## src/rtl/pme_wake_pkg.sv

```systemverilog
package pme_wake_pkg;

    localparam int N_PINS    = 11;
    localparam int PME_PIN   = 5;
    localparam int SEL_PIN   = 6;
    localparam int PULSE_LEN = 16;

    typedef struct packed {
        logic              link;
        logic              addr;
        logic              magic;
        logic [N_PINS-1:0] pins;
    } wake_src_t;

    localparam int SRC_W = $bits(wake_src_t);

    typedef enum logic {
        EV_IDLE  = 1'b0,
        EV_FIRED = 1'b1
    } ev_state_t;

    // Pins usable as wake inputs: everything except the two reserved ones.
    function automatic logic [N_PINS-1:0] wake_pin_mask();
        logic [N_PINS-1:0] m;
        for (int i = 0; i < N_PINS; i++) begin
            m[i] = (i != PME_PIN) && (i != SEL_PIN);
        end
        return m;
    endfunction

    function automatic logic src_any(wake_src_t s);
        return |s;
    endfunction

endpackage

```

## src/rtl/pme_pin_qual.sv

```systemverilog
module pme_pin_qual
    import pme_wake_pkg::*;
#(
    parameter int NP = N_PINS
) (
    input  logic          clk,
    input  logic          rst,
    input  logic [NP-1:0] pin_i,
    input  logic [NP-1:0] en_i,
    input  logic [NP-1:0] pol_i,
    output logic [NP-1:0] hit_o
);
    localparam logic [N_PINS-1:0] MASK = wake_pin_mask();

    for (genvar g = 0; g < NP; g++) begin : g_pin
        logic s1, s2;
        always_ff @(posedge clk) begin
            if (rst) begin
                s1 <= 1'b1;
                s2 <= 1'b1;
            end else begin
                s1 <= pin_i[g];
                s2 <= s1;
            end
        end
        // polarity 0: low level is the active one
        assign hit_o[g] = (pol_i[g] ? s2 : ~s2) & en_i[g] & MASK[g];
    end

endmodule

```

## src/rtl/pme_event_gen.sv

```systemverilog
module pme_event_gen
    import pme_wake_pkg::*;
#(
    parameter int PLEN = PULSE_LEN
) (
    input  logic clk,
    input  logic rst,
    input  logic clear_i,
    input  logic arm_i,
    input  logic src_any_i,
    input  logic pulse_mode_i,
    input  logic open_drain_i,
    output logic fire_o,
    output logic pme_o,
    output logic pme_oe_o
);
    localparam int CW = $clog2(PLEN + 1);

    ev_state_t      state;
    logic [CW-1:0]  cnt;
    logic           active;

    assign fire_o = arm_i & src_any_i & (state == EV_IDLE) & ~clear_i;

    always_ff @(posedge clk) begin
        if (rst || clear_i) begin
            state <= EV_IDLE;
            cnt   <= '0;
        end else if (fire_o) begin
            state <= EV_FIRED;
            cnt   <= CW'(PLEN);
        end else if (cnt != '0) begin
            cnt   <= cnt - 1'b1;
        end
    end

    assign active = (state == EV_FIRED) & (pulse_mode_i ? (cnt != '0) : 1'b1);

    always_comb begin
        if (open_drain_i) begin
            pme_o    = 1'b0;
            pme_oe_o = active;
        end else begin
            pme_o    = active;
            pme_oe_o = 1'b1;
        end
    end

endmodule

```

## src/rtl/pme_wake_ctrl.sv

```systemverilog
module pme_wake_ctrl
    import pme_wake_pkg::*;
#(
    parameter int PLEN = PULSE_LEN
) (
    input  logic              clk,
    input  logic              rst,
    input  logic [N_PINS-1:0] gpio_i,
    input  logic              magic_pkt_i,
    input  logic              addr_match_i,
    input  logic              link_up_i,
    input  logic              sleep_req_i,
    input  logic              clear_n_i,
    input  logic              cfg_pme_en_i,
    input  logic              cfg_pulse_i,
    input  logic              cfg_open_drain_i,
    input  logic [N_PINS-1:0] cfg_pin_en_i,
    input  logic [N_PINS-1:0] cfg_pin_pol_i,
    output logic              pme_o,
    output logic              pme_oe_o,
    output logic              wake_mode_o,
    output logic [SRC_W-1:0]  wake_flags_o,
    output logic              reload_req_o
);
    logic              clr_prev, clr_fall, link_prev, fire, armed;
    logic [N_PINS-1:0] pin_hit;
    wake_src_t         src, flags;

    pme_pin_qual #(.NP(N_PINS)) u_pins (
        .clk   (clk),
        .rst   (rst),
        .pin_i (gpio_i),
        .en_i  (cfg_pin_en_i),
        .pol_i (cfg_pin_pol_i),
        .hit_o (pin_hit)
    );

    always_ff @(posedge clk) begin
        if (rst) begin
            clr_prev  <= 1'b1;
            link_prev <= 1'b0;
        end else begin
            clr_prev  <= clear_n_i;
            link_prev <= link_up_i;
        end
    end

    assign clr_fall = clr_prev & ~clear_n_i;

    always_comb begin
        src.pins  = pin_hit;
        src.magic = magic_pkt_i;
        src.addr  = addr_match_i;
        src.link  = link_up_i & ~link_prev;
    end

    assign armed = wake_mode_o & cfg_pme_en_i;

    pme_event_gen #(.PLEN(PLEN)) u_event (
        .clk          (clk),
        .rst          (rst),
        .clear_i      (~clear_n_i),
        .arm_i        (armed),
        .src_any_i    (src_any(src)),
        .pulse_mode_i (cfg_pulse_i),
        .open_drain_i (cfg_open_drain_i),
        .fire_o       (fire),
        .pme_o        (pme_o),
        .pme_oe_o     (pme_oe_o)
    );

    always_ff @(posedge clk) begin
        if (rst) begin
            wake_mode_o  <= 1'b0;
            flags        <= '0;
            reload_req_o <= 1'b0;
        end else begin
            reload_req_o <= clr_fall;
            if (clr_fall) begin
                wake_mode_o <= gpio_i[SEL_PIN];
            end else if (sleep_req_i) begin
                wake_mode_o <= 1'b1;
            end
            if (!clear_n_i) begin
                flags <= '0;
            end else if (fire) begin
                flags <= src;
            end
        end
    end

    assign wake_flags_o = flags;

endmodule

```

## config.mk

```make
export PLATFORM = sky130hd
export DESIGN_NAME = pme_wake_ctrl
export DESIGN_NICKNAME = d
export VERILOG_FILES = /design/src/rtl/pme_wake_pkg.sv /design/src/rtl/pme_pin_qual.sv /design/src/rtl/pme_event_gen.sv /design/src/rtl/pme_wake_ctrl.sv
export SDC_FILE = /design/constraint.sdc
export NUM_CORES = 1
export LEC_CHECK = 0
export ABC_AREA = 1
export BUFFER_PORTS_ARGS = -buffer_cell sky130_fd_sc_hd__buf_2
export CAP_MARGIN = 20
export CORE_ASPECT_RATIO = 0.6
export CORE_MARGIN = 5
export CORE_UTILIZATION = 48
export DETAILED_ROUTE_END_ITERATION = 7
export PLACE_DENSITY = 0.78
export SLEW_MARGIN = 0
export SYNTH_ARGS = -nofsm -noshare
export SYNTH_HDL_FRONTEND = slang
export SYNTH_SLANG_ARGS = --single-unit
export TNS_END_PERCENT = 30
```

## constraint.sdc

```tcl
create_clock -name clk -period 1.6 [get_ports clk]
set_input_delay 0.08 -clock clk [delete_from_list [all_inputs] [get_ports clk]]
set_output_delay 0.08 -clock clk [all_outputs]
set_load 0.01 [all_outputs]
```

==> results.md, run 1 <==
- Reg2reg start: u_pins.g_pin[10].s2
- Final Hold Vio Count: 0
- VDD IR max: between 0.4 and 0.5 mV
- Clock sinks: 40
- Final wirelength: approximately 3600 um
- Post-synthesis cell type count: 27
- Worst Setup Slack post-DPL: roughly 0.082 ns
- Initial DRC count: 58
- Post-layout min period: approximately 1.5 ns
- Pwr per Cell Area: 1040 nW/um2
- Worst Path Buf+Inv: 2
- Die H: 55.6 um
- Number of synthesized flops with an enable pin: 0
- Fmax: 646 MHz
- GRT Residual Overflow: 0
- DRC: 0
- RD Place Congestion: slightly below 0.8
- Worst Setup EP: pme_oe_o
- Post-Synthesis Cells: between 200 and 250
- Crit share post-route: 0.967
- Critical-path top delay cell: dfxtp_2
- Most common cell after layout, fill and taps aside: buf_2
- Setup crit end kind: output pin
- CTS tree: built
- Relative slew slack: 0.350
- Share of cells above drive strength 1: 0.351
- Synth warn: 0
- Port Buf Inserts: 53
- H-tree depth: 2
- Stages on worst setup path: 7
- Max FO, Critical Path: 4
- Area grow syn2layout: 31.8%
- Top_reg_cell synth: dfxtp_1
- Most frequent cells in the layout: 53 x buf_2, 46 x nand2_1, 39 x dfxtp_1, 27 x inv_1, 23 x nor2_1
- WL per Instance: 10.9 um
- Reg2reg setup slack: ~0.21 ns
- RSZ-0062 raised after global routing: yes
- Vias/cell: approximately 4.5
- IO Count: between 60 and 70
- DP HPWL: about 2700 um
- Worst-path clk slew: 0.08 ns
- # diodes: 0
- Sequential area share after synthesis: 0.480
- Gr usage total: 0.153
- CP max stage delay: between 0.3 and 0.4 ns
- Max Cap Viol: 0
- Hold Crit Class: in2reg
- Synthesized area per cell: between 7 and 8 um2
- WP data arrival: around 1.5 ns
- Crit path launch type: flip-flop
- Clock Skews: approximately 0.0063 ns
- Crit Reg-Reg Endpoint: wake_flags_o[3]
- Data required, critical path: 1.52 ns
- CP Class: reg2out
- DRT Pass-1 Iters: 4
- Largest net degree at the start of global routing: 23
- #FFs+latches synth: 40
- Fin. max-slew vios: 0
- Run status: complete, no violations
- Clock tree buffer depth: 2
- Lkg Pwr: between 0.001 and 0.0015 uW
- Die W: ~86 um
- Critical-path cell list: inv_4 -> ha_4 -> nand3_4 -> or2_4 -> o21ai_2 -> nand2_1 -> buf_2
- Detailed-route via count: ~1,500
- Reg2Reg Depth: 8
- Final setup viols: 0
- Clock Latency Late Sink: roughly 0.29 ns
- Nets: 331
- FP Rows: 16
- Core area: 3300 um2
- Crit path from: u_event.cnt[0]
- Critical path's top delay family: simple AND/OR/NAND/NOR gates
- Antenna violations before repair: 0
- Num CTS Buffers: 5
- Worst hold slack: slightly above 0.006 ns
- Starting Density: 0.505
- Synth Cell Area: 1670 um2
- Die area: roughly 4800 um2
- Global-route wire length before repair: a little under 6000 um
- Clk root buf: clkbuf_8
- Post-route ant nets: 0
- Ys async rst share: 0
- Number of global-route vias before repair: roughly 1,400
- Worst Tran Pin Value: a little under 1 ns
- Worst setup margin: 0.0528 ns
state kept, by name, summed over array words and instances, names as in the netlist:
signal           count
wake_flags_o        12
u_pins.g_pin.s2      9
wake_mode_o          1
clr_prev             1
link_prev            1
u_pins.g_pin.s1      9
u_event.cnt          5
u_event.state        1
reload_req_o         1
timing repair:
item | CTS | global route
buffers inserted | 1 | 1
pin swaps | 2 | 5
hold buffers | 9 | 0
hold endpoints to repair | 9 | 0
setup endpoints to repair | 2 | 2
gates resized for setup | 7 | 3
logic make-up (layout without fill, tap and decap cells):
family                     count (synthesis)  count (layout)  synth area share
DFF                                       40              40             0.480
adders and majority gates                  1               1           0.00751
and+or+nand+nor                          116             116             0.327
other                                      1               2           0.00225
AOI/OAI and AO/OA                         17              17            0.0533
xor gates and xnor gates                   2               2            0.0105
muxes                                      1               1           0.00601
buffers and inverters                     44             109             0.113
worst min-delay path by stage:
| stage | start | end | slack (ns) | cells past startpoint |
|---|---|---|---|---|
| final | clear_n_i | clr_prev | 0.006 | 3 |
| after global routing | link_up_i | link_prev | 0.006 | 3 |
| after CTS | link_up_i | link_prev | 0.001 | 3 |
| after detailed placement | gpio_i[3] | u_pins.g_pin[3].s1 | 0.27 | 2 |
| after floorplan | gpio_i[0] | u_pins.g_pin[0].s1 | 0.18 | 1 |
| after global placement | gpio_i[9] | u_pins.g_pin[9].s1 | 0.26 | 2 |
per-layer routing:
metal  vias to the layer above  wire [um]  GRT usage
met1                       647       1660      0.189
met4                         0         47     0.0542
met3                         7        360     0.0666
li1                        794          -          -
met2                        54       1550      0.235
met5                         -          0          0
cells in the mapped netlist (3+ instances only):
cell type,number,area share
or2_2,18,0.068
a21oi_1,13,0.039
clkbuf_1,3,0.0068
nand2_1,46,0.10
nand3_1,19,0.057
nor2_1,23,0.052
inv_1,29,0.065
buf_4,3,0.014
dfxtp_1,40,0.48
inv_2,3,0.0068
nand3_2,3,0.018
metrics by stage:
step | utilization | TNS [ns] | instance area [um2] | total power, uW | instances
floorplan | - | 0 | 1670 | 1330 | 223
global placement | 0.592 | 0 | 1950 | 1400 | 314
detailed placement | 0.592 | 0 | 1950 | 1420 | 314
CTS | 0.659 | 0 | 2180 | 2270 | 332
global route | 0.665 | -0.0175 | 2200 | 2390 | 333
finish | 0.665 | 0 | 2200 | 2280 | 333
worst reg2reg max path: cells and delay by family, from the launching register on:
family,cells,cell delay (ns)
AOI/OAI and AO/OA,1,0.16
buffers and inverters,1,0.23
DFF,1,0.35
and+or+nand+nor,6,0.55
power breakdown:
group	switching, uW	total [uW]	internal (uW)
clock	334	796	463
sequential	20.8	1060	1040
combinational	211	422	210
total	566	2280	1720
final cells by class:
cell class                 count  area (um2)
multi-input combinational    139         708
clock buffer                   6        72.6
inverter                      34         130
clock inverter                 2        35.0
timing repair buffer          67         393
sequential                    40         802
tap                           45        56.3
fill                         290        1110
Power figures use the tool's default switching activity.
==> run 2: changes to the inputs <==
--- a/config.mk
+++ b/config.mk
@@ -6,13 +6,12 @@
 export NUM_CORES = 1
 export LEC_CHECK = 0
 export ABC_AREA = 1
-export BUFFER_PORTS_ARGS = -buffer_cell sky130_fd_sc_hd__buf_2
 export CAP_MARGIN = 20
-export CORE_ASPECT_RATIO = 0.6
 export CORE_MARGIN = 5
-export CORE_UTILIZATION = 48
+export CORE_UTILIZATION = 60
 export DETAILED_ROUTE_END_ITERATION = 7
-export PLACE_DENSITY = 0.78
+export DONT_BUFFER_PORTS = 1
+export PLACE_DENSITY = 0.76
 export SLEW_MARGIN = 0
 export SYNTH_ARGS = -nofsm -noshare
 export SYNTH_HDL_FRONTEND = slang
==> results.md, run 2 (same netlist as run 1, synthesis figures left out) <==
- Nets: roughly 290
- Port Buf Inserts: 0
- Pwr per Cell Area: roughly 1000 nW/um2
- Final Hold Vio Count: 0
- CP max stage delay: approximately 0.34 ns
- IO Count: 61
- Placed inst area: 1670 um2
- Final wirelength: between 3000 and 4000 um
- Placed cells: roughly 250
- Post-layout min period: between 1.5 and 2 ns
- Vias/cell: 5.02
- Crit share post-route: 0.994
- GRT Residual Overflow: 0
- DP HPWL: approximately 2300 um
- Final setup viols: 0
- Clock Latency Late Sink: roughly 0.35 ns
- Global-route wire length before repair: 5660 um
- Largest net degree at the start of global routing: 23
- Hold Crit Depth: 4
- FP Rows: 19
- Most common cell after layout, fill and taps aside: nand2_1
- Clk root buf: clkbuf_4
- Max reg flops: 12
- Area grow syn2layout: 18.8%
- H-tree depth: 2
- CP Class: reg2out
- Clock Skews: 0.00836 ns
- Worst setup margin: 0.0100 ns
- Max Cap Viol: 0
- Worst Setup Slack post-DPL: 0.0964 ns
- Core area: between 2000 and 3000 um2
- Starting Density: 0.615
- Gr usage total: 0.178
- RD Place Congestion: between 0.7 and 0.8
- # diodes: 0
- Worst Tran Pin Value: 0.556 ns
- Relative slew slack: 0.628
- Design Area, Final: 1980 um2
- Num CTS Buffers: 5
- Die W: ~63 um
- Detailed-route via count: about 1,400
- WL per Instance: ~12 um
- Filler cells: 220
- Data required, critical path: ~1.5 ns
- Worst-path clk slew: between 0.1 and 0.15 ns
- Setup TNS Final: 0 ns
- Clock tree buffer depth: 2
- VDD IR max: between 0.9 and 1 mV
- Post-route insts no fill: approximately 280
- Crit path launch type: flip-flop
- Critical-path top delay cell: dfxtp_2
- Die H: about 63 um
- Final Util: 0.730
- Setup crit end kind: output pin
- DRC: 0
- Most frequent cells in the layout: 45 x nand2_1, 39 x dfxtp_1, 27 x inv_1, 22 x nor2_1
- Max FO, Critical Path: 5
- Fmax: 629 MHz
- Fin. max-slew vios: 0
- CTS tree: built
- Clock sinks: 40
- Run status: complete, no violations
- Antenna violations before repair: 0
- RSZ-0062 raised after global routing: yes
- Number of global-route vias before repair: roughly 1,300
- Critical-path cell list: inv_2 -> ha_4 -> nand3_2 -> or2_4 -> o21ai_4 -> nand2_2
- Hold Crit Class: in2reg
- WP data arrival: 1.51 ns
- Initial DRC count: 59
- Post-route ant nets: 0
- Share of cells above drive strength 1: 0.204
- Die area: a little under 4000 um2
- Reg2Reg Depth: 8
- Lkg Pwr: between 0.0009 and 0.001 uW
- DRT Pass-1 Iters: 4
- Reg2reg setup slack: 0.07 ns
## run 2: cell type report
| cell class | instances | area (um2) | area share |
|---|---|---|---|
| clock inverter | 1 | 7.51 | 0.00379 |
| tap | 31 | 38.8 | 0.0196 |
| inverter | 34 | 128 | 0.0645 |
| sequential | 40 | 802 | 0.405 |
| multi-input combinational | 139 | 721 | 0.364 |
| clock buffer | 7 | 55.1 | 0.0278 |
| timing repair buffer | 24 | 228 | 0.115 |
## run 2: power breakdown
group | internal (uW) | switching (uW)
clock network | 215 | 317
registers | 1040 | 25.8
logic | 183 | 188
## run 2: through the flow
stage          power, uW  hold WS [ns]
3_3_place_gp        1330         0.156
6_report            1970       0.00970
3_5_place_dp        1350         0.161
4_1_cts             1940       0.00432
5_1_grt             2090        0.0381
2_1_floorplan       1330         0.184
## run 2: critical path: cells and delay by family, from the launching register on
kind,cells,cell delay [ns]
adders and majority gates,1,0.15
AOI/OAI and AO/OA,1,0.16
and+or+nand+nor,3,0.44
DFF,1,0.34
buffers and inverters,1,0.08
## run 2: metal layers
layer,vias up,GRT usage,share of wire
li1,712,-,-
met1,626,0.187,0.38
met2,41,0.312,0.52
met3,7,0.0683,0.081
met4,0,0.0796,0.019
met5,-,0,0
## run 2: what timing repair did
| action | CTS | global route |
|---|---|---|
| pin swaps | 1 | 1 |
| endpoints found under the hold margin | 25 | 0 |
| gates resized for setup | 8 | 4 |
| setup endpoints to repair | 2 | 8 |
| buffers inserted | 0 | 2 |
| hold buffers | 19 | 0 |
## run 2: worst paths after layout
check | to | start
hold / removal | wake_flags_o[2] | cfg_pin_en_i[2]
setup / recovery | pme_oe_o | u_event.cnt[1]
hold reg to reg | u_pins.g_pin[10].s2 | u_pins.g_pin[10].s1
setup reg to reg | wake_flags_o[1] | u_pins.g_pin[9].s2
==> run 3: changes to the inputs <==
--- a/config.mk
+++ b/config.mk
@@ -8,10 +8,11 @@
 export ABC_AREA = 1
 export CAP_MARGIN = 20
 export CORE_MARGIN = 5
-export CORE_UTILIZATION = 60
+export CORE_UTILIZATION = 61
 export DETAILED_ROUTE_END_ITERATION = 7
 export DONT_BUFFER_PORTS = 1
-export PLACE_DENSITY = 0.76
+export PLACE_DENSITY = 0.77
+export SETUP_SLACK_MARGIN = 0.4
 export SLEW_MARGIN = 0
 export SYNTH_ARGS = -nofsm -noshare
 export SYNTH_HDL_FRONTEND = slang
==> constraint.sdc (replaced) <==
create_clock -name clk -period 1.7 [get_ports clk]
set_input_delay 0.085 -clock clk [delete_from_list [all_inputs] [get_ports clk]]
set_output_delay 0.085 -clock clk [all_outputs]
set_load 0.01 [all_outputs]
==> results.md, run 3 (same netlist as run 1, synthesis figures left out) <==
- Global-route wire length before repair: around 6200 um
- Worst Setup Slack post-DPL: about 0.14 ns
- Share of cells above drive strength 1: 0.373
- Fmax: between 600 and 700 MHz
- Worst hold slack: approximately 0.011 ns
- Max reg flops: 12
- # diodes: 0
- RD Place Congestion: around 0.71
- Largest net degree at the start of global routing: 23
- Worst Tran Pin Value: about 0.53 ns
- Gr usage total: 0.194
- Worst-path clk slew: roughly 0.11 ns
- Core area: between 2000 and 3000 um2
- CP Class: reg2out
- Die H: between 60 and 70 um
- Most frequent cells in the layout: 36 x nand2_1, 30 x dfxtp_1, 24 x inv_1, 21 x nor2_1
- Pwr per Cell Area: between 800 and 900 nW/um2
- WL per Instance: around 13 um
- Clk root buf: clkbuf_4
- Worst Path Buf+Inv: 1
- Number of global-route vias before repair: 1,433
- Crit Reg-Reg Endpoint: u_event.cnt[0]
- Crit share post-route: 0.882
- Crit path launch type: flip-flop
- DRC: 0
- RSZ-0062 raised after global routing: yes
- DP HPWL: 2430 um
- Final Hold Vio Count: 0
- Clock tree buffer depth: 2
- Critical-path cell list: inv_2 -> ha_4 -> nand3_2 -> or2_4 -> o21ai_4 -> nand2_2
- Hold Crit Class: in2reg
- WP data arrival: around 1.4 ns
- Most common cell after layout, fill and taps aside: nand2_1
- Reg2reg start: u_event.cnt[1]
- Run status: complete, no violations
- DRT Pass-1 Iters: 4
- Reg2Reg Depth: 7
- Clock Latency Late Sink: 0.33 ns
- Post-route ant nets: 0
- H-tree depth: 2
- Setup crit end kind: output pin
- Lkg Pwr: ~0.001 uW
- Critical-path top delay cell: dfxtp_2
- Setup TNS Final: 0 ns
- GRT Residual Overflow: 0
- Crit path from: u_event.cnt[1]
- Filler cells: between 150 and 200
- Max FO, Critical Path: 2
- Detailed-route via count: approximately 1,400
- Final setup viols: 0
- Worst setup margin: about 0.20 ns
- CP max stage delay: approximately 0.33 ns
- Area grow syn2layout: 30.0%
- Final wirelength: 3770 um
- Vias/cell: roughly 5
- Die area: 3880 um2
- Worst Setup EP: pme_oe_o
- IO Count: 61
- Die W: 62.3 um
- Fin. max-slew vios: 0
- Worst hold path startpoint: cfg_pin_en_i[3]
- CTS tree: built
- Port Buf Inserts: 0
- Max Cap Viol: 0
- Reg2reg setup slack: between 0.2 and 0.3 ns
- FP Rows: 19
- Antenna violations before repair: 0
- Initial DRC count: roughly 90
- Data required, critical path: between 1.5 and 2 ns
- Clock Skews: approximately 0.0049 ns
- VDD IR max: around 0.85 mV
- Nets: slightly below 300
- Stages on worst setup path: 6
- Relative slew slack: 0.643
- Post-layout min period: 1.50 ns
- Starting Density: 0.620
- Num CTS Buffers: 5
- Critical path's top delay family: simple AND/OR/NAND/NOR gates
- Clock sinks: 40
## run 3: cell count changes in the layout (fill, tap and decap cells not counted), moves of 5 or more
| cell | previous run | this run |
|---|---|---|
| nand3_1 | 19 | 9 |
| dfxtp_1 | 39 | 30 |
| dfxtp_2 | 1 | 10 |
| nand2_1 | 45 | 36 |
| nand2_2 | 3 | 12 |
| nand3_2 | 2 | 11 |
| buf_4 | 5 | 10 |
## run 3: worst reg2reg max path, stage by stage (launching register included)
cell and delay [ns]:
dfxtp_2 0.33, inv_2 0.07, ha_4 0.13, nand3_2 0.06
or2_4 0.24, buf_4 0.15, or2_4 0.23, a21oi_2 0.13
## run 3: through the flow
stage                util  area, um2  power [uW]  cells
finish              0.807       2170        1890    283
global route        0.807       2170        2010    283
CTS                 0.762       2050        1860    281
detailed placement  0.622       1670        1280    247
global placement    0.622       1670        1260    247
floorplan               -       1670        1250    223
## run 3: timing repair
action	in CTS	in global routing
endpoints found under the hold margin	25	0
buffers inserted	8	2
gates resized for setup	18	36
hold buffers	18	0
pin swaps	8	19
setup endpoints to repair	20	20
## run 3: metal layers
metal | global-route usage | wire [um]
met1 | 0.194 | 1410
met2 | 0.352 | 2080
met3 | 0.0793 | 252
met4 | 0.0796 | 28
met5 | 0 | 0
## run 3: layout make-up
cell class,count,area (um2),share of cell area
clock buffers,8,58.8,0.0271
inverters,34,128,0.0589
multi-input cells,139,831,0.383
well taps,31,38.8,0.0179
flip-flops and latches,40,813,0.375
repair buffers,31,298,0.137
## run 3: worst min path at each step
stage                              end  cells after the start
floorplan           u_pins.g_pin[0].s1                      1
global placement             link_prev                      1
detailed placement        reload_req_o                      1
CTS                    wake_flags_o[3]                      4
global route          wake_flags_o[10]                      4
finish                 wake_flags_o[3]                      4
## run 3: report_power, final
group          total [uW]  internal (uW)  leakage [uW]  switching (uW)
clock network         479            204     0.0000326             275
registers            1010            984      0.000326            25.9
logic                 402            202      0.000622             200
